`src/rtl/h2s_pkg.sv`:
```
package h2s_pkg;
  typedef struct packed {
    logic       sign;
    logic [4:0] exp;
    logic [9:0] frac;
  } half_t;

  typedef struct packed {
    logic invalid;
    logic denormal;
  } exc_t;

  localparam int unsigned HalfW    = 16;
  localparam int unsigned SingleW  = 32;
  localparam int unsigned SliceW   = 128;
  localparam logic [7:0]  RebiasC  = 8'd112;  // 127 - 15
endpackage

```
`src/rtl/h2s_convert.sv`:
```
module h2s_convert
  import h2s_pkg::*;
(
  input  half_t       half_i,
  output logic [31:0] single_o,
  output exc_t        exc_o
);
  logic [3:0] lz;
  logic       seen;
  logic [9:0] norm_frac;
  logic [7:0] sub_exp;

  // leading-zero count over the 10-bit fraction
  always_comb begin
    lz   = 4'd0;
    seen = 1'b0;
    for (int i = 9; i >= 0; i--) begin
      if (!seen) begin
        if (half_i.frac[i]) seen = 1'b1;
        else                lz   = lz + 4'd1;
      end
    end
  end

  assign norm_frac = half_i.frac << (lz + 4'd1);
  assign sub_exp   = RebiasC - {4'd0, lz};

  always_comb begin
    exc_o = '0;
    if (half_i.exp == 5'd0) begin
      if (half_i.frac == 10'd0) begin
        single_o = {half_i.sign, 31'd0};
      end else begin
        single_o       = {half_i.sign, sub_exp, norm_frac, 13'd0};
        exc_o.denormal = 1'b1;
      end
    end else if (half_i.exp == 5'h1f) begin
      if (half_i.frac == 10'd0) begin
        single_o = {half_i.sign, 8'hff, 23'd0};
      end else begin
        single_o      = {half_i.sign, 8'hff, 1'b1, half_i.frac[8:0], 13'd0};
        exc_o.invalid = ~half_i.frac[9];
      end
    end else begin
      single_o = {half_i.sign, {3'd0, half_i.exp} + RebiasC, half_i.frac, 13'd0};
    end
  end


  always_comb begin
    if (exc_o.denormal) begin
      subnorm_range_chk: assert (single_o[30:23] >= 8'd103 && single_o[30:23] <= 8'd112);
    end
  end
endmodule

```
`src/rtl/h2s_lane_pack.sv`:
```
module h2s_lane_pack #(
  parameter int unsigned VLEN = 512
) (
  input  logic [VLEN-1:0] src_a_i,
  input  logic [31:0]     conv_i,
  input  logic [31:0]     prev_i,
  input  logic            mask_en_i,
  input  logic            mask_bit_i,
  input  logic            zero_mode_i,
  output logic [VLEN-1:0] dest_o
);
  localparam int unsigned SliceW = h2s_pkg::SliceW;
  logic        wr_en;
  logic [31:0] lane0;

  assign wr_en = ~mask_en_i | mask_bit_i;

  always_comb begin
    if (wr_en)            lane0 = conv_i;
    else if (zero_mode_i) lane0 = 32'd0;
    else                  lane0 = prev_i;
  end

  assign dest_o[31:0]       = lane0;
  assign dest_o[SliceW-1:32] = src_a_i[SliceW-1:32];

  generate
    if (VLEN > SliceW) begin : g_upper
      assign dest_o[VLEN-1:SliceW] = '0;
    end
  endgenerate
endmodule

```
`src/rtl/half_to_single_lane0.sv`:
```
module half_to_single_lane0
  import h2s_pkg::*;
#(
  parameter int unsigned VLEN = 512
) (
  input  logic            clk_i,
  input  logic            rst_ni,
  input  logic            in_valid_i,
  input  logic [VLEN-1:0] src_a_i,
  input  logic [VLEN-1:0] src_b_i,
  input  logic [31:0]     prev_lane0_i,
  input  logic            mask_en_i,
  input  logic            mask_bit_i,
  input  logic            zero_mode_i,
  input  logic            sae_i,
  output logic            out_valid_o,
  output logic [VLEN-1:0] dest_o,
  output logic            invalid_o,
  output logic            denormal_o
);
  half_t           half_in;
  logic [31:0]     conv;
  exc_t            exc_raw;
  logic [VLEN-1:0] dest_d;

  assign half_in = half_t'(src_b_i[HalfW-1:0]);

  h2s_convert u_convert (
    .half_i  (half_in),
    .single_o(conv),
    .exc_o   (exc_raw)
  );

  h2s_lane_pack #(.VLEN(VLEN)) u_pack (
    .src_a_i    (src_a_i),
    .conv_i     (conv),
    .prev_i     (prev_lane0_i),
    .mask_en_i  (mask_en_i),
    .mask_bit_i (mask_bit_i),
    .zero_mode_i(zero_mode_i),
    .dest_o     (dest_d)
  );

  always_ff @(posedge clk_i or negedge rst_ni) begin
    if (!rst_ni) begin
      out_valid_o <= 1'b0;
      dest_o      <= '0;
      invalid_o   <= 1'b0;
      denormal_o  <= 1'b0;
    end else begin
      out_valid_o <= in_valid_i;
      if (in_valid_i) begin
        dest_o     <= dest_d;
        invalid_o  <= exc_raw.invalid & ~sae_i;
        denormal_o <= exc_raw.denormal & ~sae_i;
      end
    end
  end


  mid_copy_chk: assert property (@(posedge clk_i) disable iff (!rst_ni)
    out_valid_o |-> dest_o[SliceW-1:32] == $past(src_a_i[SliceW-1:32]));


  zero_mask_chk: assert property (@(posedge clk_i) disable iff (!rst_ni)
    out_valid_o && $past(mask_en_i && !mask_bit_i && zero_mode_i) |-> dest_o[31:0] == 32'd0);


  merge_mask_chk: assert property (@(posedge clk_i) disable iff (!rst_ni)
    out_valid_o && $past(mask_en_i && !mask_bit_i && !zero_mode_i)
      |-> dest_o[31:0] == $past(prev_lane0_i));


  sae_quiet_chk: assert property (@(posedge clk_i) disable iff (!rst_ni)
    out_valid_o && $past(sae_i) |-> !invalid_o && !denormal_o);


  hold_idle_chk: assert property (@(posedge clk_i) disable iff (!rst_ni)
    !in_valid_i |=> !out_valid_o && $stable(dest_o) && $stable(invalid_o));

  generate
    if (VLEN > SliceW) begin : g_upper_chk

      upper_clear_chk: assert property (@(posedge clk_i) disable iff (!rst_ni)
        dest_o[VLEN-1:SliceW] == '0);
    end
  endgenerate
endmodule

```
`config.mk`:
```
export PLATFORM = sky130hd
export DESIGN_NAME = half_to_single_lane0
export DESIGN_NICKNAME = d
export VERILOG_FILES = /design/src/rtl/h2s_pkg.sv /design/src/rtl/h2s_convert.sv /design/src/rtl/h2s_lane_pack.sv /design/src/rtl/half_to_single_lane0.sv
export SDC_FILE = /design/constraint.sdc
export NUM_CORES = 1
export LEC_CHECK = 0
export CAP_MARGIN = 10
export CORE_AREA = 3 3 613 615
export DETAILED_ROUTE_END_ITERATION = 6
export DIE_AREA = 0 0 616 618
export DONT_BUFFER_PORTS = 1
export GPL_ROUTABILITY_DRIVEN = 0
export PLACE_DENSITY = 0.3
export SYNTH_ARGS = -nofsm -noshare
export SYNTH_HDL_FRONTEND = slang
export SYNTH_HIERARCHICAL = 1
export SYNTH_SLANG_ARGS = --single-unit
```
`constraint.sdc`:
```
create_clock -name clk_i -period 0.95 [get_ports clk_i]
set_input_delay 0.095 -clock clk_i [delete_from_list [all_inputs] [get_ports clk_i]]
set_output_delay 0.095 -clock clk_i [all_outputs]
set_load 0.01 [all_outputs]
```
# [Word level (Yosys, flattened, before mapping)]
# Cells that the tools add are included.
[word_totals] wordCells=73 regBits=131 out_inout_bits=515 in_bits=1063
[classes] n_bitwise=6 muxes=47 eq_ne=1 reduce_logical=2 add_sub_neg=12 shift=1
[op_table] cell="2-to-1 mux 31 bit" count=3
[op_table] cell="2-to-1 mux 4 bit" count=18
[op_table] cell="2-to-1 mux 32 bit" count=2
[op_table] cell="adder 4 x 1 -> 4 bit (second input constant)" count=9
[op_table] cell="2-to-1 mux 1 bit" count=23
[op_table] cell="2-to-1 mux 23 bit" count=1
[op_table] cell="zero test 10 bit" count=1
[op_table] cell="<< shifter 10 x 4 -> 10 bit" count=1
[op_table] cell="adder 5 x 7 -> 8 bit (second input constant)" count=1
[op_table] cell="subtractor 7 x 4 -> 8 bit (first input constant)" count=1
[op_table] cell="equality test 5 bit (second input constant)" count=1
[op_table] cell="zero test 5 bit" count=1
[op_table] cell="inverter 1 bit" count=3
[op_table] cell="adder 1 x 1 -> 2 bit (second input constant)" count=1
[op_table] cell="AND 1 bit" count=2
[op_table] cell="bitwise OR 1 bit" count=1

# [Logic depth before layout (Yosys ltp)]
# Gate-level depths: netlist of the first run.
[depth] word_depth=33 depth_mapped=27 ltp_nobuf=25

# [By module]
# The synthesis of the first run kept the hierarchy.
[by_module_without_submodules] module="half_to_single_lane0" seq_area_each_um2=12887.4 area_per_inst_um2=19135.9 cells_per_inst=1090 n_inst=1
[by_module_without_submodules] module="h2s_lane_pack" seq_area_each_um2=0.0 area_per_inst_um2=4380.5 cells_per_inst=553 n_inst=1
[by_module_without_submodules] module="h2s_convert" seq_area_each_um2=0.0 area_per_inst_um2=1380.1 cells_per_inst=209 n_inst=1

# [Worst setup path after synthesis of the first run]
# Ideal clock, no wire load.
[synth_timing] path_type="input-to-reg" startpoint="input port src_b_i[7]" endpoint="register dest_o[19]" path_buffers=3 cell_stages=26 arrival_time_ps=5047 setup_slack_ps=-4222 setup_time_ps=125 cell_sequence="buf_2 or4_4 and3_1 ha_1 nand2b_1 a21boi_0 xnor2_1 o21ai_0 ha_1 a311oi_1 o21ai_0 o21ai_1 ha_1 nor2b_1 a211oi_1 o21a_1 inv_1 ha_1 buf_1 clkbuf_1 nor2_1 a21oi_1 mux2_2 o22ai_1 mux2_4 mux2_2"
[synth_via] elab_chain_len=28 word_cells_on_any_way=39 classes_between="add/sub: 8; shift: 1; mux: 29; reduce/logical: 1"
[synth_lines] element="start: declaration" line_no="half_to_single_lane0.sv:10" rtl="input logic [VLEN-1:0] src_b_i,"
[synth_lines] element="2-to-1 mux 4 bit" line_no="h2s_convert.sv:19" rtl="if (half_i.frac[i]) seen = 1'b1;"
[synth_lines] element="2-to-1 mux 4 bit" line_no="h2s_convert.sv:18" rtl="if (!seen) begin"
[synth_lines] element="adder 4 x 1 -> 4 bit" line_no="h2s_convert.sv:20" rtl="else lz = lz + 4'd1;"
[synth_lines] element="2-to-1 mux 4 bit" line_no="h2s_convert.sv:19"
[synth_lines] element="2-to-1 mux 4 bit" line_no="h2s_convert.sv:18"
[synth_lines] element="adder 4 x 1 -> 4 bit" line_no="h2s_convert.sv:20"
[synth_lines] element="2-to-1 mux 4 bit" line_no="h2s_convert.sv:19"
[synth_lines] element="2-to-1 mux 4 bit" line_no="h2s_convert.sv:18"
[synth_lines] element="[... 14 more ...]"
[synth_lines] element="2-to-1 mux 4 bit" line_no="h2s_convert.sv:18"
[synth_lines] element="adder 4 x 1 -> 4 bit" line_no="h2s_convert.sv:25" rtl="assign norm_frac = half_i.frac << (lz + 4'd1);"
[synth_lines] element="<< shifter 10 x 4 -> 10 bit" line_no="h2s_convert.sv:25"
[synth_lines] element="2-to-1 mux 31 bit" line_no="h2s_convert.sv:31" rtl="if (half_i.frac == 10'd0) begin"
[synth_lines] element="2-to-1 mux 31 bit (*)" line_no="h2s_convert.sv:30" rtl="if (half_i.exp == 5'd0) begin"
[synth_lines] element="via conv[19]" line_no="half_to_single_lane0.sv:22" rtl="logic [31:0] conv;"
[synth_lines] element="2-to-1 mux 32 bit (*)" line_no="h2s_lane_pack.sv:19" rtl="if (wr_en) lane0 = conv_i;"
[synth_lines] element="via dest_d[19]" line_no="half_to_single_lane0.sv:24" rtl="logic [VLEN-1:0] dest_d;"
[synth_lines] element="end signal: assignment" line_no="half_to_single_lane0.sv:53" rtl="dest_o <= dest_d;"
[synth_lines] element="end: declaration" line_no="half_to_single_lane0.sv:17" rtl="output logic [VLEN-1:0] dest_o,"
# Mark *: on every way through the listed nets, which the timed path passes. The rest lies on a longest branch.
# A chain may end at the register's enable or synchronous reset.

# [Final worst setup path of the first run]
[layout_timing] startpoint="input port src_b_i[8]" endpoint="register dest_o[19]"
[layout_via] elab_chain_len=31 word_cells_on_any_way=43 classes_between="add/sub: 9; shift: 1; mux: 32; reduce/logical: 1"
[layout_lines] element="2-to-1 mux 4 bit" line_no="h2s_convert.sv:19"
[layout_lines] element="2-to-1 mux 4 bit" line_no="h2s_convert.sv:18"
[layout_lines] element="adder 4 x 1 -> 4 bit" line_no="h2s_convert.sv:20"
[layout_lines] element="2-to-1 mux 4 bit" line_no="h2s_convert.sv:19"
[layout_lines] element="2-to-1 mux 4 bit" line_no="h2s_convert.sv:18"
[layout_lines] element="adder 4 x 1 -> 4 bit" line_no="h2s_convert.sv:20"
[layout_lines] element="2-to-1 mux 4 bit" line_no="h2s_convert.sv:19"
[layout_lines] element="2-to-1 mux 4 bit" line_no="h2s_convert.sv:18"
[layout_lines] element="[... 17 more ...]"
[layout_lines] element="2-to-1 mux 4 bit" line_no="h2s_convert.sv:18"
[layout_lines] element="adder 4 x 1 -> 4 bit" line_no="h2s_convert.sv:25"
[layout_lines] element="<< shifter 10 x 4 -> 10 bit" line_no="h2s_convert.sv:25"
[layout_lines] element="2-to-1 mux 31 bit" line_no="h2s_convert.sv:31"
[layout_lines] element="2-to-1 mux 31 bit (*)" line_no="h2s_convert.sv:30"
[layout_lines] element="via conv[19]" line_no="half_to_single_lane0.sv:22"
[layout_lines] element="2-to-1 mux 32 bit (*)" line_no="h2s_lane_pack.sv:19"
[layout_lines] element="via dest_d[19]" line_no="half_to_single_lane0.sv:24"
# Marks and branches as above.

==> results of run 1 <==
[layout make-up]
| type | instances | area, um2 |
|---|---|---|
| flip-flops and latches | 515 | 12890 |
| clock inverters | 22 | 331.6 |
| well taps | 4972 | 6221 |
| repair buffers | 835 | 8594 |
| inverters | 12 | 50.05 |
| clock buffers | 111 | 2193 |
| multi-input cells | 1148 | 9554 |
| diodes | 10 | 25.02 |
| fillers | 42506 | 331500 |
[sequential cells by signal, summed over array words and instances, names as in the netlist]
register     count
out_valid_o      1
dest_o         512
invalid_o        1
denormal_o       1
[metal layers]
layer | GRT usage | share of wire | routed length, um | vias to the layer above
li1 | - | - | - | 6884
met1 | 0.04075 | 0.35 | 27930 | 7615
met2 | 0.07380 | 0.54 | 43040 | 358
met3 | 0.01460 | 0.068 | 5425 | 136
met4 | 0.01910 | 0.042 | 3371 | 0
met5 | 0 | 0 | 0 | -
[synth_stat cells, types with 3 or more instances]
| library cell | number |
|---|---|
| a211oi_1 | 5 |
| a21o_1 | 5 |
| a21oi_1 | 8 |
| a22o_1 | 3 |
| buf_12 | 3 |
| buf_2 | 34 |
| buf_4 | 497 |
| buf_6 | 27 |
| clkbuf_1 | 9 |
| dfrtp_1 | 515 |
| ha_1 | 8 |
| inv_1 | 11 |
| mux2_1 | 21 |
| mux2_2 | 496 |
| mux2_4 | 30 |
| mux2i_1 | 12 |
| nand2_1 | 23 |
| nand2b_1 | 7 |
| nand3_1 | 3 |
| nor2_1 | 16 |
| nor2b_1 | 44 |
| nor3_1 | 5 |
| o21a_1 | 3 |
| o21ai_0 | 10 |
| or2_2 | 3 |
| or3_1 | 5 |
| xnor2_1 | 6 |
[worst paths after layout]
path,from,to,slack (ps),depth (start not counted)
hold / removal,rst_ni,dest_o[447]$_DFFE_PN0P_,-960,0
hold reg to reg,dest_o[276]$_DFFE_PN0P_,dest_o[276]$_DFFE_PN0P_,510,1
setup reg to reg,dest_o[5]$_DFFE_PN0P_,dest_o[5]$_DFFE_PN0P_,-60,3
max in group asynchronous,rst_ni,dest_o[30]$_DFFE_PN0P_,580,0
min in group clk_i,mask_bit_i,dest_o[29]$_DFFE_PN0P_,-100,4
setup / recovery,src_b_i[8],dest_o[19]$_DFFE_PN0P_,-3060,25
[placed cells by master, fill, tap and decap left out, types with 6 or more instances in the layout]
| cell type | Yosys | routed |
|---|---|---|
| a21oi_1 | 8 | 7 |
| buf_12 | 3 | 21 |
| buf_4 | 497 | 191 |
| buf_6 | 27 | 375 |
| bufinv_16 | 0 | 7 |
| clkbuf_1 | 9 | 19 |
| clkbuf_16 | 0 | 76 |
| clkbuf_8 | 0 | 16 |
| clkinv_2 | 0 | 8 |
| conb_1 | 2 | 397 |
| dfrtp_1 | 515 | 515 |
| diode_2 | 0 | 10 |
| dlygate4sd3_1 | 0 | 240 |
| inv_1 | 11 | 9 |
| mux2_1 | 21 | 21 |
| mux2_2 | 496 | 465 |
| mux2_4 | 30 | 61 |
| mux2i_1 | 12 | 6 |
| nand2_1 | 23 | 20 |
| nor2_1 | 16 | 11 |
| nor2b_1 | 44 | 41 |
| o21ai_1 | 1 | 6 |
[where the power goes]
group | internal [mW] | switching [mW]
Combinational | 7.06 | 4.42
Clock | 17.9 | 11.5
Sequential | 24.2 | 1.93
Total | 49.2 | 17.8
[logic make-up after synthesis]
group                    count (synthesis)  synth area share
buffers and inverters                  584            0.1748
multiplexers                           560            0.2577
flip-flops                             515            0.5176
AND/OR/NAND/NOR                        122           0.02804
AO/OA/AOI/OAI                           54           0.01508
adder cells (fa/ha/maj)                  8          0.004021
XOR/XNOR                                 7          0.002463
other                                    2         0.0003017
[timing repair]
action                                  4_1_cts  5_1_grt
hold endpoints to repair                    714      545
endpoints found under the setup margin      534      599
setup buffers                                81       36
pin swaps                                    28       24
resized for setup                           412       45
hold buffers                                245        3
==> impl_metrics.tcl, run 1 <==
set metrics [dict create \
    status "finished with violations" \
    failed_checks "negative hold slack, max-slew violations, negative setup slack" \
    clk_latency_ps 720 \
    finalHoldViolCount 532 \
    viasPerCell 1.966 \
    area_growth_pct 60.09 \
    synth-edff-count 0 \
    ys_warn_count 6 \
    drtAntennaViolNets 0 \
    post-layout-total-power_mw 67.02 \
    cts_max_path_buffers 4 \
    crit_top_cell "mux2_4" \
    dr.pass1.iters 6 \
    synthTopCellsByArea "dfrtp_1 52%, mux2_2 22%, buf_4 15%" \
    wl_per_cell_um 10.46 \
    antenna_found_initial 7 \
    grt_first_pass_wirelength_mm 114.5 \
    yosys.area.top_type "dfrtp_1" \
    path_delay_family "compound AO/OA/AOI/OAI gates" \
    grt_max_degree 516 \
    slowest_delay_ps 520 \
    grt_overflow 0 \
    drive_gt1_frac 0.4877 \
    ys.flop_type "dfrtp_1" \
    dpl.cell_count 7125 \
    grt_pass1_vias 16126 \
    drt_wl_total_mm 79.77 \
    htreeDepth 3 \
    yosysUniqueCellTypes 62 \
    syn_avg_cell_area_um2 13.44 \
    crit_type "primary input to register" \
    postPlaceCellArea_mm2 0.03228 \
    fin_setup_tns_ps -242890 \
    cts_buffers 76 \
    cpMaxStageDelayCell "or4_4" \
    crit_path_max_fanout 10 \
    drc 0 \
    async_flop_share 1.000 \
    finalNonFillerCells 7625 \
    cp.arrival_ps 4610 \
    portBuffers 0 \
    root_buffer "clkbuf_16" \
    synth_cells 1852 \
    track_usage 0.04048 \
    required_ps 1560 \
    critical_path.startpoint_type "primary input" \
    clock.fmax_mhz 249.5 \
    fp-row-count 224 \
    via_count 14993 \
    fin_nets 3659 \
    design_area_mm2 0.03986 \
    finClkSkew_ps 0 \
    drv_slew 118 \
    end_kind "register" \
    synth.cell_area_mm2 0.02490 \
    die_h_um 618 \
    io_pins 1578 \
    place.detailed.hpwl_mm 55.32 \
    core-area_mm2 0.3714 \
    fin_crit_ps 4008 \
    ys_seq_area_frac 0.5176 \
    final_util 0.1073 \
    hold_class "primary input to async pin" \
    synth-seq-cells 515 \
    power_density_mw_per_mm2 1682 \
    cp_num_buf_inv 2 \
    period_share 4.219 \
    dp_slack_ps -3992 \
    slew_headroom -0.08511 \
    setup_viol 549 \
    tightest_slew_ps 1628 \
    hold_slack_ps -957.4 \
    p_leak_nw 16.10 \
    drt-initial-drc-count 501 \
    die_w_um 616 \
    synth_top_area_share 0.5176 \
    clk_pin_slew_worst_paths_ps 50 \
    grt_setup_unrepaired "yes" \
    fin_ws_ps -3058 \
    cts_tree "done" \
    cts_num_sinks 515 \
    start_util 0.06704 \
    maxCapViolations 0 \
    dieArea_mm2 0.3807 \
    ir_worst_vdd_mv 1.240 \
]
Power figures use the tool's default switching activity.
==> run 2, diff against run 1 <==
--- a/config.mk
+++ b/config.mk
@@ -7,11 +7,12 @@
 export LEC_CHECK = 0
 export CAP_MARGIN = 10
 export CORE_AREA = 3 3 613 615
+export CTS_BUF_LIST = sky130_fd_sc_hd__clkbuf_16
 export DETAILED_ROUTE_END_ITERATION = 6
 export DIE_AREA = 0 0 616 618
 export DONT_BUFFER_PORTS = 1
 export GPL_ROUTABILITY_DRIVEN = 0
-export PLACE_DENSITY = 0.3
+export SKIP_LAST_GASP = 1
 export SYNTH_ARGS = -nofsm -noshare
 export SYNTH_HDL_FRONTEND = slang
 export SYNTH_HIERARCHICAL = 1
==> impl_metrics.tcl, run 2 (synthesized netlist as in run 1, its figures left out) <==
set metrics [dict create \
    status "finished with violations" \
    die_h_um 618 \
    layout_common_cells "508 x dfrtp_1, 474 x mux2_2, 397 x conb_1" \
    fp-row-count 224 \
    cts_tree "done" \
    track_usage 0.04156 \
    root_buffer "clkbuf_16" \
    drv_slew 0 \
    fin_crit_ps 4122 \
    grt_setup_unrepaired "yes" \
    combinationalPowerShare 0.165 \
    multi_input_area_mm2 0.009427 \
    cts_num_sinks 515 \
    p_sw_frac 0.2830 \
    clk_latency_ps 700 \
    register_area_mm2 0.01290 \
    fin_ws_ps -3172 \
    p_leak_nw 14.86 \
    setup_viol 1200 \
    io_pins 1578 \
    finalHoldViolCount 172 \
    end_kind "register" \
    required_ps 1540 \
    dp_slack_ps -4045 \
    die_w_um 616 \
    final_common_cell "dfrtp_1" \
    period_share 4.339 \
    drt-initial-drc-count 677 \
    place.detailed.hpwl_mm 59.95 \
    finalNonFillerCells 7404 \
    core-area_mm2 0.3714 \
    clock.fmax_mhz 242.6 \
    cp.arrival_ps 4710 \
    grt_first_pass_wirelength_mm 113.7 \
    fin_setup_tns_ps -646150 \
    wl_per_cell_um 11.86 \
    dr.pass1.iters 7 \
    fin_nets 3445 \
    seq_power_share 0.415 \
    viasPerCell 1.967 \
    grt_max_degree 518 \
    failed_checks "design-rule violations, negative hold slack, negative setup slack" \
    crit_path_max_fanout 10 \
    top_register "dest_o" \
    cpMaxStageDelayCell "or4_4" \
    post-layout-total-power_mw 63.80 \
    clk_pin_slew_worst_paths_ps 60 \
    path_delay_family "simple AND/OR/NAND/NOR gates" \
    cp_num_buf_inv 3 \
    fillers 42293 \
    grt_pass1_vias 15094 \
    antenna_found_initial 27 \
    hold_class "primary input to async pin" \
    htreeDepth 3 \
    p_sw_mw 18.06 \
    path_cells "or4_4 > and3_4 > ha_4 > buf_4 > a2111oi_4 > o21ai_1 > nand2_1 > ha_2 > nor2_2 > o21ai_2 > ha_1 > nor2b_4 > a211oi_2 > o21a_1 > inv_2 > ha_4 > buf_6 > and3b_2 > a21oi_1 > or3_1 > o221ai_1 > mux2_4 > mux2_4" \
    drc 5 \
    p_int_mw 45.75 \
    ir_worst_vdd_mv 1.261 \
    dpl.cell_count 6960 \
    largest_register_ffs 512 \
    tightest_slew_ps 950.7 \
    critical_path.startpoint_type "primary input" \
    finClkSkew_ps 0 \
    area_growth_pct 50.92 \
    grt_overflow 0 \
    power_density_mw_per_mm2 1698 \
    slew_headroom 0.3662 \
    dieArea_mm2 0.3807 \
    portBuffers 0 \
    cts_max_path_buffers 4 \
    drive_gt1_frac 0.4594 \
    maxCapViolations 0 \
    start_util 0.06704 \
    power.share.clock 0.420 \
    hold_slack_ps -609.7 \
    via_count 14563 \
    crit_type "primary input to register" \
    slowest_delay_ps 520 \
    drtAntennaViolNets 0 \
    drt_wl_total_mm 87.83 \
    cts_buffers 72 \
]
run 2: changes by cell type in the layout (fill, tap and decap cells not counted), moves of 8 or more:
cell           change
clkinv_1          +15
mux2_2             +9
clkbuf_1          -19
dlygate4sd3_1     -49
buf_12             -8
buf_4             -52
buf_6            -115
mux2_4             -9
buf_16             +8
clkbuf_8          -16
run 2: through the flow:
stage | util | area, um2
floorplan | - | 26580
global placement | 0.08319 | 30890
detailed placement | 0.08319 | 30890
CTS | 0.09794 | 36370
global route | 0.1012 | 37560
finish | 0.1012 | 37570
run 2: area by class of cell:
cell class / count / area share
diodes: 7 / 0.0004662
clock buffers: 74 / 0.04928
clock inverters: 51 / 0.01159
inverters: 12 / 0.001299
multi-input cells: 1148 / 0.2509
flip-flops and latches: 515 / 0.3432
well taps: 4972 / 0.1656
repair buffers: 625 / 0.1777
run 2: routing by layer:
layer,track usage,vias to the layer above,share of wire
met1,0.04256,7430,0.36
met5,0,-,0.00090
met3,0.01564,181,0.072
li1,-,6460,-
met4,0.01517,12,0.034
met2,0.07640,480,0.53
run 2: repair_timing:
action	4_1_cts	5_1_grt
endpoints found under the setup margin	534	1071
hold buffers	147	48
pin swaps	24	12
cloned	0	10
resized for setup	298	23
setup buffers	78	25
hold endpoints to repair	851	370
run 2: worst paths after layout:
path / start / to / slack (ps) / depth (start not counted)
max: src_b_i[8] / dest_o[21]$_DFFE_PN0P_ / -3170 / 23
min: rst_ni / dest_o[60]$_DFFE_PN0P_ / -610 / 3
max reg2reg: dest_o[461]$_DFFE_PN0P_ / dest_o[461]$_DFFE_PN0P_ / -70 / 3
min reg2reg: dest_o[186]$_DFFE_PN0P_ / dest_o[186]$_DFFE_PN0P_ / 530 / 1
max in group asynchronous: rst_ni / dest_o[15]$_DFFE_PN0P_ / -170 / 5
min in group clk_i: zero_mode_i / dest_o[23]$_DFFE_PN0P_ / -60 / 4
run 2: power groups by stage:
stage | Clock (mW) | Combinational, mW | Sequential [mW]
floorplan | 0 | 5.23 | 26.7
detailed placement | 0 | 7.47 | 26.7
finish | 26.8 | 10.5 | 26.5
global placement | 0 | 7.29 | 26.6
global route | 29.4 | 11.3 | 26.7
CTS | 28.7 | 9.28 | 26.5
run 2: worst reg2reg max path, cell delays in order (launching register included):
cell     delay (ps)
dfrtp_1         400
buf_4           140
buf_4           120
mux2_2          250
